`src/rtl/lbm_pkg.sv`:
```
`timescale 1ns/1ps
package lbm_pkg;
  typedef enum logic [1:0] {
    ST_IDLE = 2'd0,
    ST_WAIT = 2'd1,
    ST_ADDR = 2'd2,
    ST_DATA = 2'd3
  } lbm_state_e;
endpackage

```
`src/rtl/lbm_be_decode.sv`:
```
`timescale 1ns/1ps
// Byte-lane enable decode for the first / last word of a transfer.
module lbm_be_decode #(
  parameter int LANES = 4,
  parameter int OFS   = 2
) (
  input  logic [OFS-1:0]   first_lo,
  input  logic [OFS-1:0]   last_lo,
  input  logic             is_first,
  input  logic             is_last,
  output logic [LANES-1:0] be_n
);
  for (genvar i = 0; i < LANES; i++) begin : g_lane
    logic lo_ok, hi_ok;
    assign lo_ok   = !is_first || (OFS'(i) >= first_lo);
    assign hi_ok   = !is_last  || (OFS'(i) <= last_lo);
    assign be_n[i] = !(lo_ok && hi_ok);
  end
endmodule

```
`src/rtl/lbm_beat_ctr.sv`:
```
`timescale 1ns/1ps
// Counts the position of the current word inside a burst (1-based).
module lbm_beat_ctr #(
  parameter int CODE_W = 3
) (
  input  logic              clk,
  input  logic              rst_n,
  input  logic              clear,
  input  logic              step,
  input  logic [CODE_W-1:0] code,
  output logic              at_limit
);
  localparam int BW = CODE_W + 2;
  logic [BW-1:0] cnt;

  always_ff @(posedge clk or negedge rst_n) begin
    if (!rst_n)      cnt <= BW'(1);
    else if (clear)  cnt <= BW'(1);
    else if (step)   cnt <= cnt + BW'(1);
  end

  assign at_limit = (cnt == {code, 2'b00});
endmodule

```
`src/rtl/lburst_master.sv`:
```
`timescale 1ns/1ps
module lburst_master
  import lbm_pkg::*;
#(
  parameter int AW     = 32,
  parameter int DW     = 32,
  parameter int LEN_W  = 16,
  parameter int CODE_W = 3
) (
  input  logic              clk,
  input  logic              rst_n,
  input  logic              start,
  input  logic [AW-1:0]     start_addr,
  input  logic [LEN_W-1:0]  xfer_bytes,
  input  logic              dir_wr,
  input  logic              fifo_xfer,
  input  logic              rd_burst_en,
  input  logic              wr_burst_en,
  input  logic [CODE_W-1:0] burst_code,
  output logic              busy,
  output logic              done,
  output logic              ads_n,
  output logic [AW-$clog2(DW/8)-1:0] addr,
  output logic [DW/8-1:0]   be_n,
  output logic              wr,
  output logic              blast_n,
  output logic [DW-1:0]     dout,
  output logic              dout_en,
  input  logic [DW-1:0]     din,
  input  logic              brdy_n,
  input  logic              rdy_n,
  input  logic              src_valid,
  input  logic              src_has2,
  input  logic [DW-1:0]     src_data,
  output logic              src_ready,
  input  logic              snk_ready,
  input  logic              snk_room2,
  output logic              snk_valid,
  output logic [DW-1:0]     snk_data
);
  localparam int LANES = DW / 8;
  localparam int OFS   = $clog2(LANES);
  localparam int WA    = AW - OFS;

  lbm_state_e        st;
  logic [WA-1:0]     word_q;
  logic [LEN_W-1:0]  rem_q;
  logic [OFS-1:0]    first_lo_q, last_lo_q;
  logic              first_q, dir_q, burst_ok_q, blast_hold, done_q;
  logic [CODE_W-1:0] code_q;

  // start decode
  logic [AW-1:0] end_byte;
  logic [WA-1:0] word_span;
  logic          dir_en, go;
  assign end_byte  = start_addr + AW'(xfer_bytes) - AW'(1);
  assign word_span = end_byte[AW-1:OFS] - start_addr[AW-1:OFS] + WA'(1);
  assign dir_en    = dir_wr ? wr_burst_en : rd_burst_en;
  assign go        = (st == ST_IDLE) && start && (xfer_bytes != '0);

  // data-phase decode
  logic in_data, rdy_any, is_last, next_ok, at_limit, blast_cond, ends, avail;
  assign in_data    = (st == ST_DATA);
  assign rdy_any    = !brdy_n || !rdy_n;
  assign is_last    = (rem_q == LEN_W'(1));
  assign next_ok    = dir_q ? src_has2 : snk_room2;
  assign blast_cond = !burst_ok_q || at_limit || is_last || !next_ok;
  assign blast_n    = !(in_data && (blast_cond || blast_hold));
  assign ends       = !rdy_n || !blast_n;
  assign avail      = dir_q ? src_valid : snk_ready;

  lbm_beat_ctr #(.CODE_W(CODE_W)) u_beat (
    .clk      (clk),
    .rst_n    (rst_n),
    .clear    (st == ST_ADDR),
    .step     (in_data && rdy_any && !ends),
    .code     (code_q),
    .at_limit (at_limit)
  );

  lbm_be_decode #(.LANES(LANES), .OFS(OFS)) u_be (
    .first_lo (first_lo_q),
    .last_lo  (last_lo_q),
    .is_first (first_q),
    .is_last  (is_last),
    .be_n     (be_n)
  );

  always_ff @(posedge clk or negedge rst_n) begin
    if (!rst_n) begin
      st         <= ST_IDLE;
      word_q     <= '0;
      rem_q      <= '0;
      first_lo_q <= '0;
      last_lo_q  <= '0;
      first_q    <= 1'b0;
      dir_q      <= 1'b0;
      burst_ok_q <= 1'b0;
      code_q     <= '0;
      blast_hold <= 1'b0;
      done_q     <= 1'b0;
    end else begin
      done_q <= 1'b0;
      if (in_data && !rdy_any && blast_cond) blast_hold <= 1'b1;
      else if (!in_data || rdy_any)          blast_hold <= 1'b0;
      case (st)
        ST_IDLE: if (go) begin
          word_q     <= start_addr[AW-1:OFS];
          rem_q      <= LEN_W'(word_span);
          first_lo_q <= start_addr[OFS-1:0];
          last_lo_q  <= end_byte[OFS-1:0];
          first_q    <= 1'b1;
          dir_q      <= dir_wr;
          code_q     <= burst_code;
          burst_ok_q <= fifo_xfer && (burst_code != '0) && dir_en;
          st         <= ST_WAIT;
        end
        ST_WAIT: if (avail) st <= ST_ADDR;
        ST_ADDR: st <= ST_DATA;
        ST_DATA: if (rdy_any) begin
          word_q  <= word_q + WA'(1);
          rem_q   <= rem_q - LEN_W'(1);
          first_q <= 1'b0;
          if (is_last) begin
            st     <= ST_IDLE;
            done_q <= 1'b1;
          end else if (ends) begin
            st <= ST_WAIT;
          end
        end
        default: st <= ST_IDLE;
      endcase
    end
  end

  assign busy      = (st != ST_IDLE);
  assign done      = done_q;
  assign ads_n     = (st != ST_ADDR);
  assign addr      = word_q;
  assign wr        = dir_q;
  assign dout      = src_data;
  assign dout_en   = in_data && dir_q;
  assign src_ready = in_data && dir_q && rdy_any;
  assign snk_valid = in_data && !dir_q && rdy_any;
  assign snk_data  = din;
endmodule

```
`config.mk`:
```
export PLATFORM = sky130hd
export DESIGN_NAME = lburst_master
export DESIGN_NICKNAME = d
export VERILOG_FILES = /design/src/rtl/lbm_pkg.sv /design/src/rtl/lbm_be_decode.sv /design/src/rtl/lbm_beat_ctr.sv /design/src/rtl/lburst_master.sv
export SDC_FILE = /design/constraint.sdc
export NUM_CORES = 1
export LEC_CHECK = 0
export BUFFER_PORTS_ARGS = -buffer_cell sky130_fd_sc_hd__buf_2
export CAP_MARGIN = 30
export CORE_MARGIN = 2
export CORE_UTILIZATION = 46
export CTS_CLUSTER_DIAMETER = 60
export DETAILED_ROUTE_END_ITERATION = 6
export PLACE_DENSITY_LB_ADDON = 0.3
export SLEW_MARGIN = 20
export SYNTH_ARGS = -nofsm -noshare
export SYNTH_HDL_FRONTEND = slang
export SYNTH_SLANG_ARGS = --single-unit
```
`constraint.sdc`:
```
create_clock -name clk -period 2.03 [get_ports clk]
set_input_delay 0.1015 -clock clk [delete_from_list [all_inputs] [get_ports clk]]
set_output_delay 0.1015 -clock clk [all_outputs]
set_load 0.005 [all_outputs]
```
# [Yosys cells after proc, flatten, opt, wreduce, memory -nomap -nowiden]
# Index checks and enable logic that the tools add are counted.
[word_totals] wordCells=119 regBits=65 out_inout_bits=106 in_bits=128
[classes] muxes=25 addsub=7 n_lt_le_gt_ge=8 n_reduce_logical=57 eq_ne=10
[op_table] cell="$mux W30" n=2
[op_table] cell="$pmux W30 S2" n=1
[op_table] cell="$mux W16" n=2
[op_table] cell="$pmux W16 S2" n=1
[op_table] cell="$add A30 B1 Y30 const B" n=1
[op_table] cell="$add A18 B16 Y18" n=1
[op_table] cell="$sub A18 B1 Y18 const B" n=1
[op_table] cell="$logic_and A1 B1 Y1" n=17
[op_table] cell="$add A16 B1 Y16 const B" n=1
[op_table] cell="$eq A16 B1 Y1 const B" n=1
[op_table] cell="$reduce_bool A16 Y1" n=1
[op_table] cell="$sub A16 B1 Y16 const B" n=1
[op_table] cell="$sub A16 B16 Y16" n=1
[op_table] cell="$logic_not A1 Y1" n=15
[op_table] cell="$logic_or A1 B1 Y1" n=15
[op_table] cell="$mux W1" n=10
[op_table] cell="$mux W2" n=5
[op_table] cell="$mux W5" n=2
[op_table] cell="$pmux W2 S4" n=1
[op_table] cell="$reduce_bool A2 Y1" n=4
[op_table] cell="$ne A2 B2 Y1 const B" n=3
[op_table] cell="$add A5 B1 Y5 const B" n=1
[op_table] cell="$eq A5 B5 Y1" n=1
[op_table] cell="$eq A2 B2 Y1 const B" n=2
[op_table] cell="other kinds (13)" n=17

# [Longest topological paths before layout]
# Gate-level depths: netlist of run 1.
[logic_depth] ltp_word=11 depth_mapped=20 mapped_depth_nobuf=20

# [Hierarchy]
# A second synthesis of run 1 with hierarchy kept.
[hier_totals] hier_cells=803 hier_area_um2=6404.9
[by_module_without_submodules] mod="lburst_master" cells_each=767 instances=1 area_each_um2=6047.0 seq_area_each_um2=1501.4
[by_module_without_submodules] mod="lbm_beat_ctr" cells_each=29 instances=1 area_each_um2=311.5 seq_area_each_um2=126.4
[by_module_without_submodules] mod="lbm_be_decode" cells_each=7 instances=1 area_each_um2=46.3 seq_area_each_um2=0.0

# [Worst setup path after synthesis of run 1]
# Ideal clock, no wire load.
[synth_path] kind="in2reg" start="in start_addr[2]" end="reg rem_q[15]" path_buffers=0 setup_ns=0.077 cell_stages=19 slack_ns=-1.711 t_required_ns=1.953 arrival_time_ns=3.663 path_cell_list="inv_1 ha_1 inv_1 ha_1 a211oi_1 nor2_1 o21ai_0 o21ai_0 a21o_1 a21o_1 xor2_1 ha_1 ha_1 a21oi_1 o21ai_0 a211oi_1 o21bai_1 xnor3_1 a21oi_1"
[synth_between] elab_chain_len=6
[synth_lines] item="start: declaration" line="lburst_master.sv:13" source="input logic [AW-1:0] start_addr,"
[synth_lines] item="$add A18 B16 Y18" line="lburst_master.sv:56" source="assign end_byte = start_addr + AW'(xfer_bytes) - AW'(1);"
[synth_lines] item="$sub A18 B1 Y18" line="lburst_master.sv:56"
[synth_lines] item="$sub A16 B16 Y16 *" line="lburst_master.sv:57" source="assign word_span = end_byte[AW-1:OFS] - start_addr[AW-1:OFS] + WA'(1);"
[synth_lines] item="$add A16 B1 Y16 *" line="lburst_master.sv:57"
[synth_lines] item="$mux W16 *" line="lburst_master.sv:107" source="ST_IDLE: if (go) begin"
[synth_lines] item="$pmux W16 S2 *" line="lburst_master.sv:106" source="case (st)"
[synth_lines] item="end signal: assignment" line="lburst_master.sv:109" source="rem_q <= LEN_W'(word_span);"
[synth_lines] item="end signal: assignment" line="lburst_master.sv:122" source="rem_q <= rem_q - LEN_W'(1);"
[synth_lines] item="end: declaration" line="lburst_master.sv:47" source="logic [LEN_W-1:0] rem_q;"
# Mark *: on every way between the ends. The rest lies on a longest branch, timed or not. The select of a mux whose other input is x is not followed.
# A chain may end at the register's enable or synchronous reset.

# [Worst setup path in the final report of run 1]
[layout_path] start="in start_addr[1]" end="reg rem_q[10]"
[layout_between] elab_chain_len=6
[layout_lines] item="$add A18 B16 Y18" line="lburst_master.sv:56"
[layout_lines] item="$sub A18 B1 Y18" line="lburst_master.sv:56"
[layout_lines] item="$sub A16 B16 Y16" line="lburst_master.sv:57"
[layout_lines] item="$add A16 B1 Y16" line="lburst_master.sv:57"
[layout_lines] item="$mux W16" line="lburst_master.sv:107"
[layout_lines] item="$pmux W16 S2" line="lburst_master.sv:106"
# Every way passes these cells. The select of a mux whose other input is x is not followed.

==> impl_metrics.yaml, run 1 <==
status:
  status: "finished, violations left"
  violations: "design-rule violations, negative setup slack"
routing:
  totalWireLength_mm: 17.9
  wl_per_cell_um: 15.3
  vias_per_cell: 5.37
  ant_nets: 0
  drt_pass1_iterations: 7
  vias: 6283
  drt_iter0_drc: 499
  drc: 3
die:
  io_pins: 234
  die_h_um: 121
  rows: 42
  core_area_sq_um: 13300
  initial_core_util: 0.473
  dieArea_sq_um: 14700
  die_x_um: 121
logic_synthesis:
  async_flop_share: 1.00
  postSynthCellCount: 790
  synth.net_count: 991
  synth-simple-area-share: 0.172
  avgSynthCellArea_sq_um: 8.00
  synth_top_family_by_area: "compound AO/OA/AOI/OAI gates"
  synth_ff_type: "dfrtp_1"
  ys_seq_elements: 65
  ys_types: 69
  seq_area_frac_synth: 0.258
  synthAdderAreaFrac: 0.147
  synthMuxAreaShare: 0.0254
  syn-cell-area_sq_um: 6320
  synth_edf_count: 0
  synth_compound_area_frac: 0.211
  yosys_warnings: 0
  synthXorXnorAreaFrac: 0.0452
worst_setup_path:
  critPathLaunchType: "primary input"
  worstPathCellList: "buf_8, inv_12, ha_4, inv_2, ha_4, fa_2, buf_4, buf_6, a21o_1, a21oi_2, xnor2_1, ha_1, ha_4, a211oi_2, nor2_1, o32a_1, a31oi_1, xnor2_1, o22ai_1, a21oi_1"
  cp_max_fo: 4
  reg2reg_to: "st[0]$_DFFE_PN0P_"
  critPathBufInv: 5
  r2r_slack_ns: -0.13
  crit_path_start: "start_addr[1]"
  crit_top_cell: "ha_4"
  critPathSlowestCell: "o32a_1"
  worstPathArrival_ns: 3.50
  reg2reg_depth: 8
  path_class: "in2reg"
  worstPathRequired_ns: 2.28
  crit_family: "compound AO/OA/AOI/OAI gates"
  crit_path_end: "rem_q[10]$_DFFE_PN0P_"
  slowest_delay_ns: 0.39
  path_depth: 20
  worst_setup_path_end_kind: "flip-flop"
  r2r-start: "rem_q[12]$_DFFE_PN0P_"
grt:
  grt_pass1_vias: 5801
  grt_overflow_total: 0
  grt_first_pass_wirelength_mm: 27.8
  antenna_found_initial: 0
  grt_usage: 0.235
  grt_start_max_net_pins: 84
finish:
  layout-drive-gt1-share: 0.393
  finalNetCount: 1191
  n_antenna_cell: 0
  final_core_util: 0.650
  area_growth_pct: 37.4
timing:
  skew_ns: 0.00644
  hold_violations: 0
  setup_viol: 22
  slew-limit-headroom: 0.642
  worst_slew_pin_slew_ns: 0.537
  fin_setup_tns_ns: -14.50
  period_minus_slack_ns: 3.25
  timing.hold.ws_ns: 0.0231
  setup_ws_ns: -1.22
  fin_crit_sh: 1.60
  drv_slew: 0
  rsz0062_at_grt: "yes"
  fmax_mhz: 308
cts:
  clockRootBuffer: "clkbuf_16"
  path_clk_slew_ns: 0.06
  insertion_delay_ns: 0.34
  clock_sinks: 65
  cts_tree: "done"
  cts_buffers: 9
  htreeDepth: 3
  cts_buffer_depth: 2
pwr:
  ir_drop_v: 0.000692
  total_power_uw: 11700
  p_leak_uw: 0.00418
  p_per_area_nw_per_um2: 1350
run:
  cap_violations: 0
place:
  portBuffers: 105
  place_hpwl_mm: 13.2
  pre_cts_ws_ns: -1.71
  place.gp.congestion: 0.935
min_path:
  hold_path_class: "in2reg"
## worst min-delay path, cell delays in order
cell and delay (ns):
buf_2 0.10, inv_2 0.04, o21ai_0 0.07
## where the power goes
| group | internal, uW | leakage, uW | total (uW) | switching [uW] |
|---|---|---|---|---|
| Combinational | 3800 | 0.00329 | 7770 | 3980 |
| Sequential | 1900 | 0.000763 | 2460 | 559 |
| Clock | 866 | 0.000128 | 1490 | 624 |
| Total | 6570 | 0.00418 | 11700 | 5160 |
## final cells by class
class / instances / area, sq um
Fill cell: 1115 / 4670
Multi-Input combinational cell: 554 / 4290
Timing Repair Buffer: 278 / 1930
Sequential cell: 65 / 1630
Inverter: 82 / 325
Clock buffer: 11 / 243
Tap cell: 176 / 220
Clock inverter: 5 / 40.0
## cell families (layout without fill, tap and decap cells)
kind of cell	after synthesis	in the layout
multiplexers	15	15
XOR/XNOR	31	31
flip-flops	65	65
adder cells (fa/ha/maj)	73	73
AO/OA/AOI/OAI	219	219
AND/OR/NAND/NOR	215	216
buffers and inverters	172	376
## placed cells by master, fill, tap and decap left out, types with 21 or more instances in the layout
master,n
buf_2,102
nand2_1,74
buf_4,155
dfrtp_1,64
nand3_1,21
nor2_1,43
ha_1,52
o21ai_0,39
inv_1,73
a21oi_1,64
## repair_timing
| item | in CTS | in global routing |
|---|---|---|
| gates resized for setup | 44 | 45 |
| gates cloned | 0 | 1 |
| hold endpoints to repair | 21 | 0 |
| hold buffers | 1 | 0 |
| setup buffers | 10 | 15 |
| setup endpoints to repair | 42 | 56 |
| pin swaps | 46 | 26 |
## sequential cells by signal (all words and copies together), names as in the netlist
| register | count |
|---|---|
| last_lo_q | 2 |
| blast_hold | 1 |
| first_q | 1 |
| code_q | 3 |
| u_beat.cnt | 5 |
| wr | 1 |
| burst_ok_q | 1 |
| first_lo_q | 2 |
| done | 1 |
| rem_q | 16 |
| st | 2 |
| addr | 30 |
## cells in the mapped netlist (all sizes together) (3+ instances only)
| cell | instances | area [sq um] |
|---|---|---|
| clkbuf | 14 | 52.6 |
| or4 | 4 | 33.8 |
| dfrtp | 64 | 1600 |
| a2bb2oi | 4 | 35.0 |
| and2 | 5 | 31.3 |
| o21ai | 56 | 284 |
| o31ai | 4 | 30.0 |
| xor2 | 13 | 114 |
| o21a | 9 | 67.6 |
| nand2b | 3 | 21.3 |
| buf | 76 | 541 |
| nor4 | 7 | 58.8 |
| a22oi | 3 | 22.5 |
| inv | 82 | 308 |
| and3 | 11 | 68.8 |
| o22ai | 17 | 106 |
| o211ai | 4 | 30.0 |
| a31oi | 8 | 50.1 |
| nor3 | 10 | 72.6 |
| nand4 | 10 | 62.6 |
| nand3 | 26 | 143 |
| nor2b | 5 | 31.3 |
| a211oi | 6 | 45.0 |
| mux2 | 8 | 90.1 |
| nand2 | 78 | 293 |
| a21oi | 76 | 380 |
| ha | 71 | 888 |
| a21o | 9 | 67.6 |
| xnor2 | 17 | 149 |
| o21bai | 3 | 22.5 |
| nor2 | 45 | 169 |
| mux2i | 7 | 70.1 |
## through the flow
stage               cell area [sq um]  cells
floorplan                        6550    790
global placement                 7860   1131
detailed placement               7860   1131
CTS                              8410   1158
global route                     8680   1171
finish                           8680   1171
## routing by layer
metal,up-vias,routed length (um),global-route usage
li1,3114,-,-
met4,0,321,0.0661
met3,29,896,0.0301
met5,-,0,0
met2,192,8460,0.390
met1,2948,8200,0.323
## worst min-delay path by stage
stage / endpoint / slack, ns / cells past startpoint / startpoint
global placement: u_beat.cnt[4]$_DFFE_PN0P_ / 0.12 / 1 / rst_n
global route: wr$_DFFE_PN0P_ / 0.02 / 2 / dir_wr
CTS: wr$_DFFE_PN0P_ / 0.02 / 2 / dir_wr
finish: first_lo_q[0]$_DFFE_PN0P_ / 0.02 / 3 / start_addr[0]
detailed placement: u_beat.cnt[4]$_DFFE_PN0P_ / 0.12 / 1 / rst_n
floorplan: addr[0]$_DFFE_PN0P_ / -0.19 / 0 / rst_n
Note: power is estimated with default switching activity, not from simulation.
==> run 2: changes to the inputs <==
==> constraint.sdc (replaced) <==
create_clock -name clk -period 2.03 [get_ports clk]
set_input_delay 0.609 -clock clk [delete_from_list [all_inputs] [get_ports clk]]
set_output_delay 0.609 -clock clk [all_outputs]
set_load 0.005 [all_outputs]
==> impl_metrics.yaml, run 2 (synthesis gave the netlist of run 1 again) <==
status:
  status: "finished, violations left"
  violations: "negative setup slack"
timing:
  period_minus_slack_ns: 3.79
  fmax_mhz: 264
  hold_violations: 0
  slew-limit-headroom: 0.673
  skew_ns: 0.00708
  setup_ws_ns: -1.76
  worst_slew_pin_slew_ns: 0.491
  drv_slew: 0
  timing.hold.ws_ns: 0.231
  setup_viol: 29
  rsz0062_at_grt: "yes"
  fin_crit_sh: 1.87
  fin_setup_tns_ns: -25.70
grt:
  antenna_found_initial: 0
  grt_start_max_net_pins: 93
  grt_usage: 0.247
  grt_pass1_vias: 6152
  grt_first_pass_wirelength_mm: 29.2
  grt_overflow_total: 0
pwr:
  ir_drop_v: 0.000753
  p_leak_uw: 0.00430
  p_per_area_nw_per_um2: 1370
worst_setup_path:
  worstPathArrival_ns: 4.01
  worst_setup_path_end_kind: "flip-flop"
  worstPathRequired_ns: 2.25
  path_class: "in2reg"
  r2r_slack_ns: -0.34
  cp_max_fo: 4
  critPathLaunchType: "primary input"
routing:
  drt_iter0_drc: 471
  ant_nets: 0
  totalWireLength_mm: 19.1
  vias_per_cell: 5.54
  vias: 6525
  wl_per_cell_um: 16.2
  drt_pass1_iterations: 5
  drc: 0
die:
  io_pins: 234
  die_h_um: 121
  die_x_um: 121
  rows: 42
  core_area_sq_um: 13300
  initial_core_util: 0.473
  dieArea_sq_um: 14700
place:
  place_hpwl_mm: 13.5
  pre_cts_ws_ns: -2.20
  portBuffers: 105
  place.gp.congestion: 0.835
  placed_area_sq_um: 8030
cts:
  clockRootBuffer: "clkbuf_16"
  cts_buffer_depth: 2
  path_clk_slew_ns: 0.06
  cts_buffers: 9
  insertion_delay_ns: 0.34
  cts_tree: "done"
  htreeDepth: 3
  clock_sinks: 65
  hold_buffers: 0
finish:
  n_antenna_cell: 0
  finalNetCount: 1197
  area_growth_pct: 44.1
  final_core_util: 0.682
  finalInstanceArea_sq_um: 9100
  final_common_cell: "buf_4"
  final_cell_mix: "158 x buf_4, 103 x buf_2, 74 x inv_1"
  layout-drive-gt1-share: 0.429
  largest_reg_flops: 30
run:
  cap_violations: 0
min_path:
  hold_path_class: "in2async"
## run 2: cell types whose count changed in the layout (fill, tap and decap cells not counted), sizes merged
cell and change:
dlygate4sd3 -1, buf +6, bufinv +1, inv +2
and2 -1, clkbuf -1, clkinvlp -1, bufbuf +1
## run 2: routing by layer
metal	up-vias	global-route usage	wire, um
li1	3129	-	-
met1	3085	0.330	8000
met3	58	0.0414	1260
met4	0	0.0920	589
met5	-	0	0
met2	253	0.403	9280
## run 2: through the flow
stage | std cells | power [uW]
floorplan | 790 | 6780
global placement | 1131 | 9330
detailed placement | 1131 | 9490
CTS | 1157 | 11500
global route | 1177 | 13400
finish | 1177 | 12500
## run 2: timing repair
item | CTS | global route
pin swaps | 34 | 44
endpoints found under the setup margin | 56 | 54
setup buffers | 9 | 19
gates cloned | 1 | 1
gates resized for setup | 40 | 70
## run 2: final timing paths
| kind | cells after the start | endpoint | from |
|---|---|---|---|
| setup / recovery | 18 | rem_q[10]$_DFFE_PN0P_ | start_addr[1] |
| hold / removal | 1 | addr[24]$_DFFE_PN0P_ | rst_n |
| setup reg to reg | 10 | u_beat.cnt[4]$_DFFE_PN0P_ | rem_q[9]$_DFFE_PN0P_ |
| hold reg to reg | 2 | first_lo_q[0]$_DFFE_PN0P_ | first_lo_q[0]$_DFFE_PN0P_ |
| max in group asynchronous | 2 | addr[7]$_DFFE_PN0P_ | rst_n |
| min in group clk | 2 | first_lo_q[0]$_DFFE_PN0P_ | first_lo_q[0]$_DFFE_PN0P_ |
## run 2: layout make-up
cell class                      instances  area, sq um
Tap cell                              176          220
Sequential cell                        65         1630
Clock buffer                            9          225
Inverter                               82          325
Fill cell                            1047         4250
Timing Repair Buffer                  285         2060
Clock inverter                          7         76.3
Multi-Input combinational cell        553         4560
## run 2: worst max-delay path, stage by stage
cell and delay (ns):
buf_8 0.09, inv_12 0.03, ha_4 0.25, inv_2 0.04, ha_4 0.15, fa_2 0.38, a211oi_2 0.26, o21ai_2 0.13
a31oi_1 0.18, xnor2_1 0.10, ha_1 0.31, ha_2 0.18, or3_1 0.34, o32a_1 0.37, a31oi_1 0.20, xnor2_1 0.10
o22ai_1 0.19, a21oi_1 0.09
## run 2: report_power, final
group	total (uW)	leakage, uW	internal (uW)	switching (uW)
Combinational	8360	0.00339	4200	4160
Sequential	2490	0.000763	1900	591
Clock	1610	0.000143	962	649
==> run 3: changes to the inputs <==
--- a/config.mk
+++ b/config.mk
@@ -8,7 +8,7 @@
 export BUFFER_PORTS_ARGS = -buffer_cell sky130_fd_sc_hd__buf_2
 export CAP_MARGIN = 30
 export CORE_MARGIN = 2
-export CORE_UTILIZATION = 46
+export CORE_UTILIZATION = 55
 export CTS_CLUSTER_DIAMETER = 60
 export DETAILED_ROUTE_END_ITERATION = 6
 export PLACE_DENSITY_LB_ADDON = 0.3
==> constraint.sdc (replaced) <==
create_clock -name clk -period 4.93 [get_ports clk]
set_input_delay 1.479 -clock clk [delete_from_list [all_inputs] [get_ports clk]]
set_output_delay 1.479 -clock clk [all_outputs]
set_load 0.005 [all_outputs]
==> impl_metrics.yaml, run 3 (synthesis gave the netlist of run 1 again) <==
pwr:
  p_sw_uw: 1910
  ir_drop_v: 0.000382
  total_power_uw: 4240
  combPwrFrac: 0.576
  p_seq_frac: 0.256
  netSwitchingFraction: 0.451
  p_per_area_nw_per_um2: 567
  clkPwrFrac: 0.167
  power.internal_uw: 2330
  p_leak_uw: 0.00363
die:
  io_pins: 234
  die_x_um: 111
  dieArea_sq_um: 12400
  core_area_sq_um: 11300
  rows: 39
  initial_core_util: 0.558
  die_h_um: 111
min_path:
  hold_path_startpoint: "burst_ok_q$_DFFE_PN0P_"
  hold_path_depth: 2
  hold_end: "burst_ok_q$_DFFE_PN0P_"
  hold_path_class: "reg2reg"
grt:
  grt_start_max_net_pins: 94
  grt_first_pass_wirelength_mm: 27.9
  grt_usage: 0.272
  grt_overflow_total: 0
  antenna_found_initial: 0
  grt_pass1_vias: 5999
timing:
  setup_ws_ns: 0.173
  fin_setup_tns_ns: 0
  drv_slew: 0
  hold_violations: 0
  period_minus_slack_ns: 4.76
  fin_crit_sh: 0.965
  worst_slew_pin_slew_ns: 0.879
  setup_viol: 0
  fmax_mhz: 210
  slew-limit-headroom: 0.409
  rsz0062_at_grt: "yes"
  skew_ns: 0.00734
routing:
  vias_per_cell: 5.87
  drc: 0
  drt_iter0_drc: 528
  drt_pass1_iterations: 5
  totalWireLength_mm: 17.1
  vias: 6101
  ant_nets: 0
  wl_per_cell_um: 16.5
finish:
  area_growth_pct: 18.2
  num-fill-cells: 925
  layout-drive-gt1-share: 0.274
  largest_reg_flops: 30
  final_common_cell: "buf_2"
  final_cell_mix: "103 x buf_2, 79 x inv_1, 77 x nand2_1"
  n_antenna_cell: 0
  finalNetCount: 1093
  stdcell_count: 1040
  final_core_util: 0.659
worst_setup_path:
  critPathLaunchType: "primary input"
  worstPathRequired_ns: 5.18
  path_class: "in2reg"
  worstPathArrival_ns: 5.01
  reg2reg_depth: 9
  r2r_slack_ns: 2.07
  reg2reg_to: "addr[7]$_DFFE_PN0P_"
  r2r-start: "st[0]$_DFFE_PN0P_"
  worst_setup_path_end_kind: "flip-flop"
  cp_max_fo: 4
cts:
  cts_buffers: 9
  hold_buffers: 0
  path_clk_slew_ns: 0.06
  clock_sinks: 65
  cts_buffer_depth: 2
  htreeDepth: 3
  cts_tree: "done"
  insertion_delay_ns: 0.34
  clockRootBuffer: "clkbuf_16"
place:
  place.gp.congestion: 0.914
  pre_cts_ws_ns: -0.375
  place_hpwl_mm: 12.7
  numPlacedInstances: 1018
  portBuffers: 105
run:
  cap_violations: 0
status:
  status: "complete, no violations"
-- run 3: changes by cell type in the layout (fill, tap and decap cells not counted), sizes merged --
cell / change
buf: -102
bufbuf: -1
bufinv: +1
clkinv: +1
clkinvlp: -2
inv: -1
-- run 3: layout make-up --
| type | count | area, sq um | area share |
|---|---|---|---|
| Multi-Input combinational cell | 553 | 3920 | 0.525 |
| Sequential cell | 65 | 1630 | 0.218 |
| Timing Repair Buffer | 181 | 1110 | 0.149 |
| Inverter | 82 | 308 | 0.0412 |
| Clock buffer | 10 | 229 | 0.0307 |
| Tap cell | 143 | 179 | 0.0240 |
| Clock inverter | 6 | 91.3 | 0.0122 |
-- run 3: stage by stage --
step,cell area [sq um],hold slack [ns]
4_1_cts,7300,0.491
6_report,7460,0.488
3_5_place_dp,6960,0.477
3_3_place_gp,6960,0.462
2_1_floorplan,6320,0.450
5_1_grt,7460,0.515
-- run 3: routing by layer --
layer	track usage	routed length, um
met4	0.120	510
met1	0.345	7100
met3	0.0536	1230
met5	0	0
met2	0.451	8270
-- run 3: power groups by stage --
stage | sequential [uW] | combinational (uW) | clock, uW
after floorplan | 1010 | 1620 | 0
after global placement | 1060 | 2230 | 0
after detailed placement | 1080 | 2320 | 0
after CTS | 1080 | 2350 | 715
after global routing | 1120 | 2720 | 741
final | 1090 | 2440 | 709
-- run 3: worst max-delay path by stage --
stage / cells past startpoint / slack, ns / to / startpoint
2_1_floorplan: 19 / 0.01 / rem_q[15]$_DFFE_PN0P_ / start_addr[2]
3_3_place_gp: 19 / -0.24 / rem_q[15]$_DFFE_PN0P_ / start_addr[1]
3_5_place_dp: 19 / -0.37 / rem_q[15]$_DFFE_PN0P_ / start_addr[1]
4_1_cts: 20 / 0.02 / rem_q[15]$_DFFE_PN0P_ / start_addr[2]
5_1_grt: 21 / -0.02 / rem_q[15]$_DFFE_PN0P_ / start_addr[2]
6_report: 18 / 0.17 / rem_q[10]$_DFFE_PN0P_ / start_addr[1]
-- run 3: worst max-delay path, stage by stage --
cell	delay [ns]
buf_6	0.07
inv_2	0.04
ha_4	0.25
inv_2	0.04
ha_4	0.15
fa_2	0.37
a211oi_2	0.26
o21ai_2	0.12
a31oi_1	0.17
xnor2_1	0.16
ha_1	0.26
ha_2	0.18
or3_1	0.38
o32a_1	0.43
a31oi_1	0.19
xnor2_1	0.17
o22ai_1	0.11
a21oi_1	0.17
-- run 3: repair_timing --
item / CTS / global route
pin swaps: 2 / 29
buffers inserted: 0 / 6
endpoints found under the hold margin: 0 / 0
setup endpoints to repair: 1 / 8
gates resized for setup: 3 / 32
